$ cat src/rtl/nco_bank_pkg.sv
// Package: shared sizes and the address map anchors of the NCO register bank.
// Assumes byte-wide writes; all other addresses are derived from these.
package nco_bank_pkg;
    localparam int N_OSC      = 4;
    localparam int FREQ_W     = 64;
    localparam int PHASE_W    = 16;
    localparam int ADDR_W     = 14;
    localparam int DATA_W     = 8;
    localparam int MASK_ADDR  = 'h00FF;
    localparam int FREQ_BASE  = 'h0100;
endpackage

$ cat src/rtl/nco_addr_decode.sv
// Module: nco_addr_decode
// Turns a byte write into one-hot byte enables for the frequency and phase
// storage, and into the mask write enable. The 32-bit short view is folded
// onto the upper bytes of each frequency word here. Assumes the phase block
// directly follows the frequency block and the short block follows phase.
module nco_addr_decode #(
    parameter int N_OSC     = 4,
    parameter int FREQ_B    = 8,
    parameter int PHASE_B   = 2,
    parameter int ADDR_W    = 14,
    parameter int MASK_ADDR = 'h00FF,
    parameter int FREQ_BASE = 'h0100
) (
    input  logic                      clk,
    input  logic                      rst_n,
    input  logic                      wr_en,
    input  logic [ADDR_W-1:0]         wr_addr,
    output logic [N_OSC*FREQ_B-1:0]   freq_be,
    output logic [N_OSC*PHASE_B-1:0]  phase_be,
    output logic                      mask_we
);
    localparam int SHORT_B    = FREQ_B / 2;
    localparam int PHASE_BASE = FREQ_BASE + N_OSC * FREQ_B;
    localparam int SHORT_BASE = PHASE_BASE + N_OSC * PHASE_B;

    // Mask register hit.
    assign mask_we = wr_en && (wr_addr == ADDR_W'(MASK_ADDR));

    // Frequency byte enables: long view everywhere, short view on upper bytes.
    for (genvar i = 0; i < N_OSC * FREQ_B; i++) begin : g_fbe
        localparam int OSC = i / FREQ_B;
        localparam int BYT = i % FREQ_B;
        if (BYT >= SHORT_B) begin : g_alias
            assign freq_be[i] = wr_en &&
                ((wr_addr == ADDR_W'(FREQ_BASE + i)) ||
                 (wr_addr == ADDR_W'(SHORT_BASE + OSC * SHORT_B + BYT - SHORT_B)));
        end else begin : g_plain
            assign freq_be[i] = wr_en && (wr_addr == ADDR_W'(FREQ_BASE + i));
        end
    end

    // Phase byte enables.
    for (genvar j = 0; j < N_OSC * PHASE_B; j++) begin : g_pbe
        assign phase_be[j] = wr_en && (wr_addr == ADDR_W'(PHASE_BASE + j));
    end

    // a write reaches at most one storage byte.
    a_r10_single_target: assert property (@(posedge clk) disable iff (!rst_n)
        $onehot0({freq_be, phase_be, mask_we}));

    // no strobe, no enable.
    a_r10_idle_quiet: assert property (@(posedge clk) disable iff (!rst_n)
        !wr_en |-> ({freq_be, phase_be, mask_we} == '0));
endmodule

$ cat src/rtl/nco_stage_regs.sv
// Module: nco_stage_regs
// Staging storage: byte-written frequency and phase words plus the clear
// mask. Assumes the enables are already one-hot per write.
module nco_stage_regs #(
    parameter int N_OSC   = 4,
    parameter int FREQ_W  = 64,
    parameter int PHASE_W = 16,
    parameter int DATA_W  = 8
) (
    input  logic                        clk,
    input  logic                        rst_n,
    input  logic [N_OSC*FREQ_W/DATA_W-1:0]  freq_be,
    input  logic [N_OSC*PHASE_W/DATA_W-1:0] phase_be,
    input  logic                        mask_we,
    input  logic [DATA_W-1:0]           wr_data,
    output logic [N_OSC*FREQ_W-1:0]     stg_freq,
    output logic [N_OSC*PHASE_W-1:0]    stg_phase,
    output logic [N_OSC-1:0]            clr_mask
);
    localparam int NF = N_OSC * FREQ_W / DATA_W;
    localparam int NP = N_OSC * PHASE_W / DATA_W;

    // Frequency staging bytes.
    always_ff @(posedge clk) begin
        if (!rst_n) begin
            stg_freq <= '0;
        end else begin
            for (int i = 0; i < NF; i++) begin
                if (freq_be[i]) stg_freq[i*DATA_W +: DATA_W] <= wr_data;
            end
        end
    end

    // Phase staging bytes.
    always_ff @(posedge clk) begin
        if (!rst_n) begin
            stg_phase <= '0;
        end else begin
            for (int j = 0; j < NP; j++) begin
                if (phase_be[j]) stg_phase[j*DATA_W +: DATA_W] <= wr_data;
            end
        end
    end

    // Clear mask: low bits only, all set after reset.
    always_ff @(posedge clk) begin
        if (!rst_n)       clr_mask <= '1;
        else if (mask_we) clr_mask <= wr_data[N_OSC-1:0];
    end

    // without enables the staged state holds.
    a_r10_stage_hold: assert property (@(posedge clk) disable iff (!rst_n)
        ({freq_be, phase_be, mask_we} == '0) |=>
            ($stable(stg_freq) && $stable(stg_phase) && $stable(clr_mask)));
endmodule

$ cat src/rtl/nco_active_regs.sv
// Module: nco_active_regs
// Active registers loaded from staging on a sync event, plus the registered
// per-oscillator clear pulse. Assumes sync_evt is a single-cycle strobe.
module nco_active_regs #(
    parameter int N_OSC   = 4,
    parameter int FREQ_W  = 64,
    parameter int PHASE_W = 16
) (
    input  logic                      clk,
    input  logic                      rst_n,
    input  logic                      sync_evt,
    input  logic                      fast_sel,
    input  logic [N_OSC*FREQ_W-1:0]   stg_freq,
    input  logic [N_OSC*PHASE_W-1:0]  stg_phase,
    input  logic [N_OSC-1:0]          clr_mask,
    output logic [N_OSC*FREQ_W-1:0]   act_freq,
    output logic [N_OSC*PHASE_W-1:0]  act_phase,
    output logic [N_OSC-1:0]          acc_clr
);
    // Transfer staged words on sync.
    always_ff @(posedge clk) begin
        if (!rst_n) begin
            act_freq  <= '0;
            act_phase <= '0;
        end else if (sync_evt) begin
            act_freq  <= stg_freq;
            act_phase <= stg_phase;
        end
    end

    // One-cycle clear pulse for masked oscillators when the bank is selected.
    always_ff @(posedge clk) begin
        if (!rst_n) acc_clr <= '0;
        else        acc_clr <= (sync_evt && fast_sel) ? clr_mask : '0;
    end

    // sync copies staging into the active registers.
    a_r7_transfer: assert property (@(posedge clk) disable iff (!rst_n)
        sync_evt |=> (act_freq == $past(stg_freq)) && (act_phase == $past(stg_phase)));

    // no sync, no change of active words.
    a_r6_active_hold: assert property (@(posedge clk) disable iff (!rst_n)
        !sync_evt |=> ($stable(act_freq) && $stable(act_phase)));

    // clear pulses only follow a sync.
    a_r8_pulse_after_sync: assert property (@(posedge clk) disable iff (!rst_n)
        !sync_evt |=> (acc_clr == '0));

    // no clear pulses while the bank is bypassed.
    a_r9_no_clr_bypass: assert property (@(posedge clk) disable iff (!rst_n)
        !fast_sel |=> (acc_clr == '0));
endmodule

$ cat src/rtl/nco_stage_bank.sv
// Module: nco_stage_bank (top)
// Byte-addressed staged register bank for N_OSC oscillators with a sync
// transfer and a bypass to normal frequency/phase inputs. Assumes a
// synchronous active-low reset and a single-cycle sync strobe.
module nco_stage_bank
    import nco_bank_pkg::*;
#(
    parameter int N_OSC   = nco_bank_pkg::N_OSC,
    parameter int FREQ_W  = nco_bank_pkg::FREQ_W,
    parameter int PHASE_W = nco_bank_pkg::PHASE_W,
    parameter int ADDR_W  = nco_bank_pkg::ADDR_W,
    parameter int DATA_W  = nco_bank_pkg::DATA_W
) (
    input  logic                      clk,
    input  logic                      rst_n,
    input  logic                      wr_en,
    input  logic [ADDR_W-1:0]         wr_addr,
    input  logic [DATA_W-1:0]         wr_data,
    input  logic                      sync_evt,
    input  logic                      fast_sel,
    input  logic [N_OSC*FREQ_W-1:0]   norm_freq,
    input  logic [N_OSC*PHASE_W-1:0]  norm_phase,
    output logic [N_OSC*FREQ_W-1:0]   freq_out,
    output logic [N_OSC*PHASE_W-1:0]  phase_out,
    output logic [N_OSC-1:0]          acc_clr
);
    localparam int FREQ_B  = FREQ_W / DATA_W;
    localparam int PHASE_B = PHASE_W / DATA_W;

    logic [N_OSC*FREQ_B-1:0]  freq_be;
    logic [N_OSC*PHASE_B-1:0] phase_be;
    logic                     mask_we;
    logic [N_OSC*FREQ_W-1:0]  stg_freq, act_freq;
    logic [N_OSC*PHASE_W-1:0] stg_phase, act_phase;
    logic [N_OSC-1:0]         clr_mask;

    nco_addr_decode #(
        .N_OSC(N_OSC), .FREQ_B(FREQ_B), .PHASE_B(PHASE_B), .ADDR_W(ADDR_W),
        .MASK_ADDR(MASK_ADDR), .FREQ_BASE(FREQ_BASE)
    ) u_dec (
        .clk(clk), .rst_n(rst_n), .wr_en(wr_en), .wr_addr(wr_addr),
        .freq_be(freq_be), .phase_be(phase_be), .mask_we(mask_we)
    );

    nco_stage_regs #(
        .N_OSC(N_OSC), .FREQ_W(FREQ_W), .PHASE_W(PHASE_W), .DATA_W(DATA_W)
    ) u_stage (
        .clk(clk), .rst_n(rst_n), .freq_be(freq_be), .phase_be(phase_be),
        .mask_we(mask_we), .wr_data(wr_data), .stg_freq(stg_freq),
        .stg_phase(stg_phase), .clr_mask(clr_mask)
    );

    nco_active_regs #(
        .N_OSC(N_OSC), .FREQ_W(FREQ_W), .PHASE_W(PHASE_W)
    ) u_active (
        .clk(clk), .rst_n(rst_n), .sync_evt(sync_evt), .fast_sel(fast_sel),
        .stg_freq(stg_freq), .stg_phase(stg_phase), .clr_mask(clr_mask),
        .act_freq(act_freq), .act_phase(act_phase), .acc_clr(acc_clr)
    );

    // Output select between the active bank and the normal inputs.
    assign freq_out  = fast_sel ? act_freq  : norm_freq;
    assign phase_out = fast_sel ? act_phase : norm_phase;
endmodule

$ cat config.mk
export PLATFORM = sky130hd
export DESIGN_NAME = nco_stage_bank
export DESIGN_NICKNAME = d
export VERILOG_FILES = /design/src/rtl/nco_bank_pkg.sv /design/src/rtl/nco_addr_decode.sv /design/src/rtl/nco_stage_regs.sv /design/src/rtl/nco_active_regs.sv /design/src/rtl/nco_stage_bank.sv
export SDC_FILE = /design/constraint.sdc
export NUM_CORES = 1
export LEC_CHECK = 0
export BUFFER_PORTS_ARGS = -buffer_cell sky130_fd_sc_hd__buf_2
export CAP_MARGIN = 20
export CORE_AREA = 3 3 259 261
export DETAILED_ROUTE_END_ITERATION = 12
export DIE_AREA = 0 0 262 264
export GPL_ROUTABILITY_DRIVEN = 0
export PLACE_DENSITY = 0.83
export RECOVER_POWER = 50
export SYNTH_ARGS = -nofsm -noshare
export SYNTH_HDL_FRONTEND = slang
export SYNTH_HIERARCHICAL = 1
export SYNTH_SLANG_ARGS = --single-unit
$ cat constraint.sdc
create_clock -name clk -period 2.4 [get_ports clk]
set_input_delay 0.24 -clock clk [delete_from_list [all_inputs] [get_ports clk]]
set_output_delay 0.24 -clock clk [all_outputs]
set_load 0.005 [all_outputs]
==> metrics, run 1 <==
area of the multi-input gates 0.0164 mm2; Iter 0 DRT Violations 1038; yosys warns 6; largest fanout on the critical path 8; Die ar. 0.0692 mm2; most frequent CP cell clkbuf_1; fill cell total of the finished layout 5359; FF-to-FF setup slack 1.64 ns; final slew viol count 0; fin cells 4106; Pwr per Cell Area a little over 600 mW/mm2; Hold WS 0.0619 ns; detailed-route vias per instance 4.95; I/O Buffers 670; total setup buffers inserted after CTS 0; Crit path required time 2.87 ns; Area Growth Syn to Fin 16.4%; first-pass GRT wire length 116000 um; WS Path Type input port to flip-flop; Slew HR 5.82%; status completed; largest net degree at the start of global routing 152; mapped cell area 0.0317 mm2; row cnt just over 90; Ports 671; CTS Sinks 648; first-pass iteration count of the detailed router 4; CTS resizes 0; post-synthesis sequential element count 648; die height 264 um; Tmin final 2.11 ns; DRC 0; Max IR drop VDD between 0.4 and 0.5 mV; CP endpoint kind flip-flop; Via Count 20.3k; Final Hold Viols 0; CP peak stage delay 0.68 ns; post-synthesis net count 2914; max cap viols 0; CP Capture Point u_stage/stg_freq[170]; clock skew 0.0200 ns; register area share after synthesis around two fifths; arrival time at the worst endpoint 2.58 ns; Max Freq 473 MHz; Inst Count DP 3995; CP startpoint wr_addr[7]; Gate power share 9.6%; worst skew pair latency roughly 0.6 ns; RSZ-0062 raised after global routing no; initial antenna violation count 6; fin crit share 88.0%; cell internal pwr 17.8 mW; fin area 0.0369 mm2; slowest CP cell nor3b_1; Clock power frac between 40 and 50%; dpl hpwl 55900 um; clock buffer depth 3; nets@finish 3555; DR WL/cell 19.0 um; FF/Latch Area 0.0130 mm2; DRT Wirelength just under 80000 um; cts bufs inserted 66; Placed Instance Area 0.0351 mm2; critical path startpoint category input port; clock root cell clkbuf_16; gr ovfl total 0; core area 0.0647 mm2; DP Worst Slack -0.0153 ns; Setup-failing EPs final 0; HP Class input port to flip-flop; commonest cells after routing, fill and taps aside buf_2, dfxtp_1, mux2i_1; worst reg2reg endpoint u_stage/stg_freq[211]; Worst-path clk slew 0.06 ns; Yosys cell types 33; vias in the first global route 20.4k; CP Cell Sequence clkbuf_1 > nor3b_1 > nand3b_1 > nor2_1 > clkbuf_1 > mux2i_1 > nor2b_1; Buf+Inv Stages, Crit Path 2; TNS Setup 0 ns; most common cell after layout, fill and taps aside buf_2; GRT Total Usage about a fifth; Synth Area per Inst roughly 12 um2; final worst setup slack 0.288 ns; layout cells sized above 1 39.1%; Worst-Margin Slew 1.41 ns; cells after synthesis about 2.6k; FF-to-FF path depth 2; worst r2r src u_stage/stg_freq[211]; stages on the worst setup path 7; Sw Share between 20 and 25%; P_sw 5.14 mW; Post-DRT Antenna Nets 0; Initial Util about half; die width 262 um; sequential share of power a little under half; CP top delay family simple AND/OR/NAND/NOR gates; CTS tree yes; Max H-tree Level 3; CTS Hold Bufs 0; Static Leak 15.7 nW
metal layers:
metal	up-vias	wire length (um)	share of wire (%)	global-route usage, %
li1	9906	-	-	-
met1	9761	34400	44	27.4
met2	522	38200	49	37.0
met3	112	3430	4.4	3.50
met4	6	1870	2.4	5.75
met5	-	47	0.060	0
worst reg2reg max path: stages (launching register included):
cell     delay [ns]
dfxtp_1        0.32
mux2i_1        0.27
nor2b_4        0.07
sequential cells by signal, indices dropped and copies added, names as in the netlist:
name / flops
u_active/act_phase: 64
u_active/acc_clr: 4
u_stage/stg_phase: 64
u_stage/clr_mask: 4
u_active/act_freq: 256
u_stage/stg_freq: 256
power groups by stage:
| stage | combinational (mW) | clock, mW | sequential (mW) |
|---|---|---|---|
| detailed placement | 2.22 | 0 | 11.0 |
| global route | 2.33 | 10.6 | 10.8 |
| finish | 2.20 | 9.95 | 10.8 |
| global placement | 2.20 | 0 | 11.0 |
| floorplan | 1.58 | 0 | 11.0 |
| CTS | 2.23 | 10.2 | 10.8 |
final cells by class:
cell class,instances,area share (%)
multi-input cells,1695,44.4
clock inverters,21,0.576
well taps,855,2.90
flip-flops and latches,648,35.1
diodes,2,0.0135
repair buffers,797,11.9
clock buffers,88,5.11
stage by stage:
step	utilization, %	power (mW)
finish	57.1	22.9
global route	57.1	23.7
CTS	57.5	23.1
detailed placement	54.2	13.2
global placement	54.2	13.2
floorplan	-	12.6
Yosys cell counts, drive strengths merged:
cell      n  area (um2)
nor3      3        25.0
nand2    10        37.5
nor4      3        55.1
and3      1        6.26
mux2i   644        6450
clkbuf   40         150
o21ai     1        5.00
nand2b    3        18.8
dfxtp   648       13000
nand4b    2        17.5
and4b     1        10.0
nor2     40         150
and3b     2        17.5
nand4     4        25.0
mux2    320        4730
buf     184        2160
and2      4        25.0
nor2b   642        4770
nand3b    2        15.0
nand3     6        30.0
nor4b     1        8.76
xor2      2        17.5
nor4bb    1        10.0
nor3b     2        15.0
and4bb    1        12.5
kinds of logic after synthesis:
family                    share of synthesized area [%]
AOI/OAI and AO/OA                                0.0158
muxes                                              35.2
xor gates and xnor gates                         0.0552
buffers and inverters                              7.28
and+or+nand+nor                                    16.5
DFF                                                40.9
worst min path at each step:
stage,endpoint,start,cells after the start
final,u_active/act_phase[38],rst_n,2
after global routing,u_active/act_phase[45],rst_n,2
after CTS,u_stage/stg_phase[61],rst_n,2
after detailed placement,u_active/acc_clr[3],u_stage/clr_mask[3],1
after global placement,u_active/acc_clr[2],u_stage/clr_mask[2],1
after floorplan,u_active/acc_clr[0],u_stage/clr_mask[0],1
Power figures use the tool's default switching activity.
==> run 2: changes to the inputs <==
--- a/config.mk
+++ b/config.mk
@@ -7,9 +7,9 @@
 export LEC_CHECK = 0
 export BUFFER_PORTS_ARGS = -buffer_cell sky130_fd_sc_hd__buf_2
 export CAP_MARGIN = 20
-export CORE_AREA = 3 3 259 261
+export CORE_AREA = 2 2 258 260
 export DETAILED_ROUTE_END_ITERATION = 12
-export DIE_AREA = 0 0 262 264
+export DIE_AREA = 0 0 260 262
 export GPL_ROUTABILITY_DRIVEN = 0
 export PLACE_DENSITY = 0.83
 export RECOVER_POWER = 50
==> run 2 against run 1 <==
Clock-buffer cell count grew 2. Utilization shrank 0.36 points. Sequential power is essentially flat. Design area grew 0.25%. Largest power group unchanged. Sequential cell count is the same. Critical path type unchanged. Critical endpoint is now u_active/acc_clr[0]. Combinational power is essentially flat. Worst setup slack gained 0.088 ns. Clock skew grew 0.0099 ns. Clock power is essentially flat.
==> metrics, run 2 (synthesis gave the netlist of run 1 again) <==
status completed; Iter 0 DRT Violations 879 (-15%); Ports 671 (unchanged); core area 0.0653 mm2 (+0.89%); area of the multi-input gates 0.0164 mm2 (+0.14%); DRC 0 (unchanged); Setup-failing EPs final 0 (unchanged); Hold Crit Start rst_n; first-pass iteration count of the detailed router 5 (+1); max cap viols 0 (unchanged); vias in the first global route 20.1k (-1.2%); DR top layer met5; dpl hpwl 54600 um (-2.3%); RSZ-0062 raised after global routing no; I/O Buffers 670 (unchanged); critical path startpoint category input port; die width 260 um (-0.76%); FF-to-FF setup slack 1.63 ns (about the same); DP Worst Slack 0.0601 ns (+0.0754 ns); DR WL/cell 18.7 um (-1.4%); die height 262 um (-0.76%); Max IR drop VDD 0.436 mV (-6.9%); Met3 Routed Length 3480 um (+1.4%); Final Hold Viols 0 (unchanged); wire length on met2 37700 um (-1.3%); first-pass GRT wire length 114000 um (-1.9%); GRT Total Usage 21.5% (+0.10 points); clock skew 0.0298 ns (+0.00987 ns); Worst-Margin Slew 1.44 ns (+0.0242 ns); detailed-route vias per instance 4.93 (-0.41%); TNS Setup 0 ns (unchanged); total setup buffers inserted after CTS 0 (unchanged); Pwr per Cell Area 626 mW/mm2 (+0.94%); Via Count 20.3k (-0.16%); Post-Route Utilization 56.7% (-0.36 points); initial antenna violation count 5 (-1); worst r2r src u_stage/stg_freq[208]; DRT Wirelength 77100 um (-1.1%); fill cell total of the finished layout 5332 (-0.50%); Hold Path End u_stage/clr_mask[2]; WS Path Type input port to flip-flop; HP Class input port to flip-flop; gr ovfl total 0 (unchanged); nets@finish 3553 (-0.056%); Static Leak 15.7 nW (+0.52%); worst reg2reg endpoint u_stage/stg_freq[208]; final worst setup slack 0.376 ns (+0.0885 ns); Largest regs u_active/act_freq x256, u_stage/stg_freq x256; clock root cell clkbuf_16; arrival time at the worst endpoint 2.54 ns (-0.04 ns); CP startpoint sync_evt; CTS tree yes; FF/Latch Area 0.0130 mm2 (unchanged); CTS resizes 0 (unchanged); row cnt 94 (+1.1%); Area Growth Syn to Fin 16.7%; most common cell after layout, fill and taps aside buf_2; clock buffer depth 3 (unchanged); CP endpoint kind flip-flop; layout cells sized above 1 39.7% (+0.64 points); cts bufs inserted 68 (+3.0%); final slew viol count 0 (unchanged); worst skew pair latency 0.60 ns (about the same); fin crit share 84.3% (-3.7 points); Die ar. 0.0681 mm2 (-1.5%); largest net degree at the start of global routing 88 (-42%); Met1 Wirelength 34300 um (-0.31%); Crit path required time 2.92 ns (+0.05 ns); Initial Util 48.6% (-0.43 points); FF-to-FF path depth 2 (unchanged); Post-DRT Antenna Nets 0 (unchanged); CTS Hold Bufs 0 (unchanged); WHS Path Cells 2 (unchanged); Worst-path clk slew 0.06 ns (about the same); CTS Sinks 648 (unchanged); Max Freq 494 MHz (+4.4%); commonest cells after routing, fill and taps aside buf_2, dfxtp_1, mux2i_1; largest fanout on the critical path 36 (+28); Tmin final 2.02 ns (-0.0885 ns); number of diodes 0 (-2); Slew HR 4.21% (-1.6 points); Hold WS 0.0722 ns (+0.0102 ns); Max H-tree Level 3 (unchanged)
==> run 2: through the flow <==
stage          power [mW]  area, um2  cells
6_report             23.2      37000   4116
2_1_floorplan        12.6      31700   2567
5_1_grt              24.0      37000   4116
3_5_place_dp         13.2      35000   4000
4_1_cts              23.4      37200   4116
3_3_place_gp         13.2      35000   4000
==> run 2: routing by layer <==
layer | vias to the layer above | GRT usage [%]
li1 | 9919 | -
met1 | 9707 | 27.7
met2 | 539 | 37.0
met3 | 101 | 3.52
met4 | 8 | 6.15
met5 | - | 0
==> run 2: worst max-delay path, stage by stage <==
cell and delay, ns:
clkbuf_2 1.02, clkbuf_2 0.73, and3_1 0.31, and2_0 0.21
==> run 2: worst max path at each step <==
stage          depth (start not counted)               endpoint  slack [ns]
6_report                               4    u_active/acc_clr[0]        0.38
5_1_grt                                4    u_active/acc_clr[0]        0.27
4_1_cts                                4          freq_out[139]        0.60
3_5_place_dp                           7  u_stage/stg_freq[210]        0.06
3_3_place_gp                           7  u_stage/stg_freq[195]        0.07
2_1_floorplan                          7  u_stage/stg_freq[192]        0.73
==> run 2: final cells by class <==
cell class                 instances  share of cell area [%]
clock buffer                      90                    5.18
tap                              864                    2.92
multi-input combinational       1695                    44.3
timing repair buffer             793                    11.9
clock inverter                    26                   0.693
sequential                       648                    35.0
==> run 2: where the power goes <==
group          internal [mW]  switching [mW]
registers               10.8         0.00105
logic                   1.24           0.951
clock network           5.96            4.27
total                   18.0            5.22
==> run 3: changes to the inputs <==
==> constraint.sdc (replaced) <==
create_clock -name clk -period 1.9 [get_ports clk]
set_input_delay 0.19 -clock clk [delete_from_list [all_inputs] [get_ports clk]]
set_output_delay 0.19 -clock clk [all_outputs]
set_load 0.005 [all_outputs]
==> run 3 against run 2 <==
Total power is 28% higher. First-iteration DRC count fell by 3.4%. Routed wire length up 0.23%. Clock skew fell by 0.014 ns. Sequential share of layout area decreased by 0.37 points. Hold slack improved by 0.10 ns. Utilization increased by 0.60 points. Global-route usage down 0.057 points. Sequential power up 26%. Combinational power increased by 26%. Critical path type unchanged.
==> metrics, run 3 (synthesis gave the netlist of run 1 again) <==
status completed; Die ar. 0.0681 mm2 (unchanged); Ports 671 (unchanged); worst skew pair latency 0.59 ns (about the same); Max IR drop VDD 0.523 mV (+20%); GRT Total Usage 21.4% (-0.057 points); Slew HR 28.8% (+25 points); max cap viols 0 (unchanged); row cnt 94 (unchanged); DRC 0 (unchanged); CP startpoint sync_evt; WS Path Type input port to flip-flop; RSZ-0062 raised after global routing no; first-pass iteration count of the detailed router 5 (unchanged); detailed-route vias per instance 4.89 (-0.78%); Tmin final 1.80 ns; Worst-Margin Slew 1.07 ns (-0.369 ns); Pwr per Cell Area 795 mW/mm2 (+27%); Initial Util 48.6% (unchanged); HP Class input port to flip-flop; Post-Route Utilization 57.3% (+0.60 points); clock buffer depth 3 (unchanged); gr ovfl total 0 (unchanged); clock root cell clkbuf_16; Largest regs u_active/act_freq x256, u_stage/stg_freq x256; core area 0.0653 mm2 (unchanged); Max Freq 557 MHz; largest fanout on the critical path 15 (-58%); Area Growth Syn to Fin 18.0%; critical path startpoint category input port; FF-to-FF setup slack 1.14 ns (-0.49 ns); TNS Setup 0 ns (unchanged); FF-to-FF path depth 2 (unchanged); die height 262 um (unchanged); most common cell after layout, fill and taps aside dfxtp_1; first-pass GRT wire length 114000 um (-0.48%); vias in the first global route 20.0k (-0.30%); fin crit share 94.6%; final slew viol count 0 (unchanged); commonest cells after routing, fill and taps aside dfxtp_1, mux2i_1, buf_2; Crit path required time 2.42 ns (-0.50 ns); initial antenna violation count 4 (-1); die width 260 um (unchanged); Post-DRT Antenna Nets 0 (unchanged); Worst-path clk slew 0.06 ns (about the same); Setup-failing EPs final 0 (unchanged); DRT Wirelength 77300 um (+0.23%); CP endpoint kind flip-flop; CP Capture Point u_active/acc_clr[0]; Final Hold Viols 0 (unchanged); Static Leak 15.8 nW (about the same); I/O Buffers 670 (unchanged); Iter 0 DRT Violations 849 (-3.4%); layout cells sized above 1 37.8% (-1.9 points); nets@finish 3576 (+0.65%); Hold WS 0.176 ns (+0.104 ns); dpl hpwl 53900 um (-1.3%); clock skew 0.0160 ns (-0.0139 ns); CTS Sinks 648 (unchanged); arrival time at the worst endpoint 2.32 ns (-0.22 ns); worst r2r src u_stage/stg_phase[9]; fin area 0.0374 mm2 (+1.1%); Via Count 20.3k (-0.059%); cts bufs inserted 67 (-1.5%); CTS resizes 0 (unchanged); largest net degree at the start of global routing 126 (+43%); CTS tree yes; total setup buffers inserted after CTS 0 (unchanged); worst reg2reg endpoint u_stage/stg_phase[9]; Max H-tree Level 3 (unchanged); WHS Path Cells 4 (+2); Placed Instance Area 0.0355 mm2 (+1.4%); DR WL/cell 18.6 um (-0.49%)
run 3: cell type report:
| type | count | area (um2) |
|---|---|---|
| Antenna cell | 3 | 7.51 |
| Clock inverter | 23 | 334 |
| Sequential cell | 648 | 13000 |
| Fill cell | 5389 | 27800 |
| Multi-Input combinational cell | 1695 | 16200 |
| Clock buffer | 96 | 1950 |
| Timing Repair Buffer | 817 | 4880 |
| Tap cell | 864 | 1080 |
run 3: stage by stage:
step                      setup WS, ns  cells  power (mW)
after detailed placement        -0.542   4022        16.7
after global routing            0.0176   4143        30.7
after CTS                       0.0837   4143        30.1
final                            0.104   4146        29.8
after global placement          -0.535   4022        16.7
after floorplan                  0.277   2567        15.9
run 3: critical path, stage by stage:
cell and delay, ns:
dlygate4sd3_1 0.56, buf_8 0.19, clkbuf_1 0.80, and3_1 0.35, and2_0 0.21
run 3: report_power, final:
group / internal, mW / leakage (nW) / switching (mW)
combinational: 1.54 / 9.42 / 1.21
sequential: 13.6 / 5.22 / 0.00134
clock: 7.92 / 1.12 / 5.49
total: 23.0 / 15.8 / 6.70
run 3: worst min path at each step:
| stage | startpoint | end |
|---|---|---|
| CTS | wr_data[1] | u_stage/stg_phase[57] |
| global placement | u_stage/clr_mask[2] | u_active/acc_clr[2] |
| detailed placement | u_stage/clr_mask[2] | u_active/acc_clr[2] |
| floorplan | u_stage/clr_mask[0] | u_active/acc_clr[0] |
| global route | wr_data[1] | u_stage/stg_freq[33] |
| finish | wr_data[1] | u_stage/stg_phase[57] |
run 3: routing by layer:
layer / wire length (um) / GRT usage, %
met2: 38100 / 37.1
met4: 1560 / 5.76
met5: 27 / 0
met1: 34600 / 28.1
met3: 2960 / 2.74
run 3: what timing repair did:
item	4_1_cts	5_1_grt
hold buffers	2	0
endpoints found under the setup margin	0	2
hold endpoints to repair	41	0
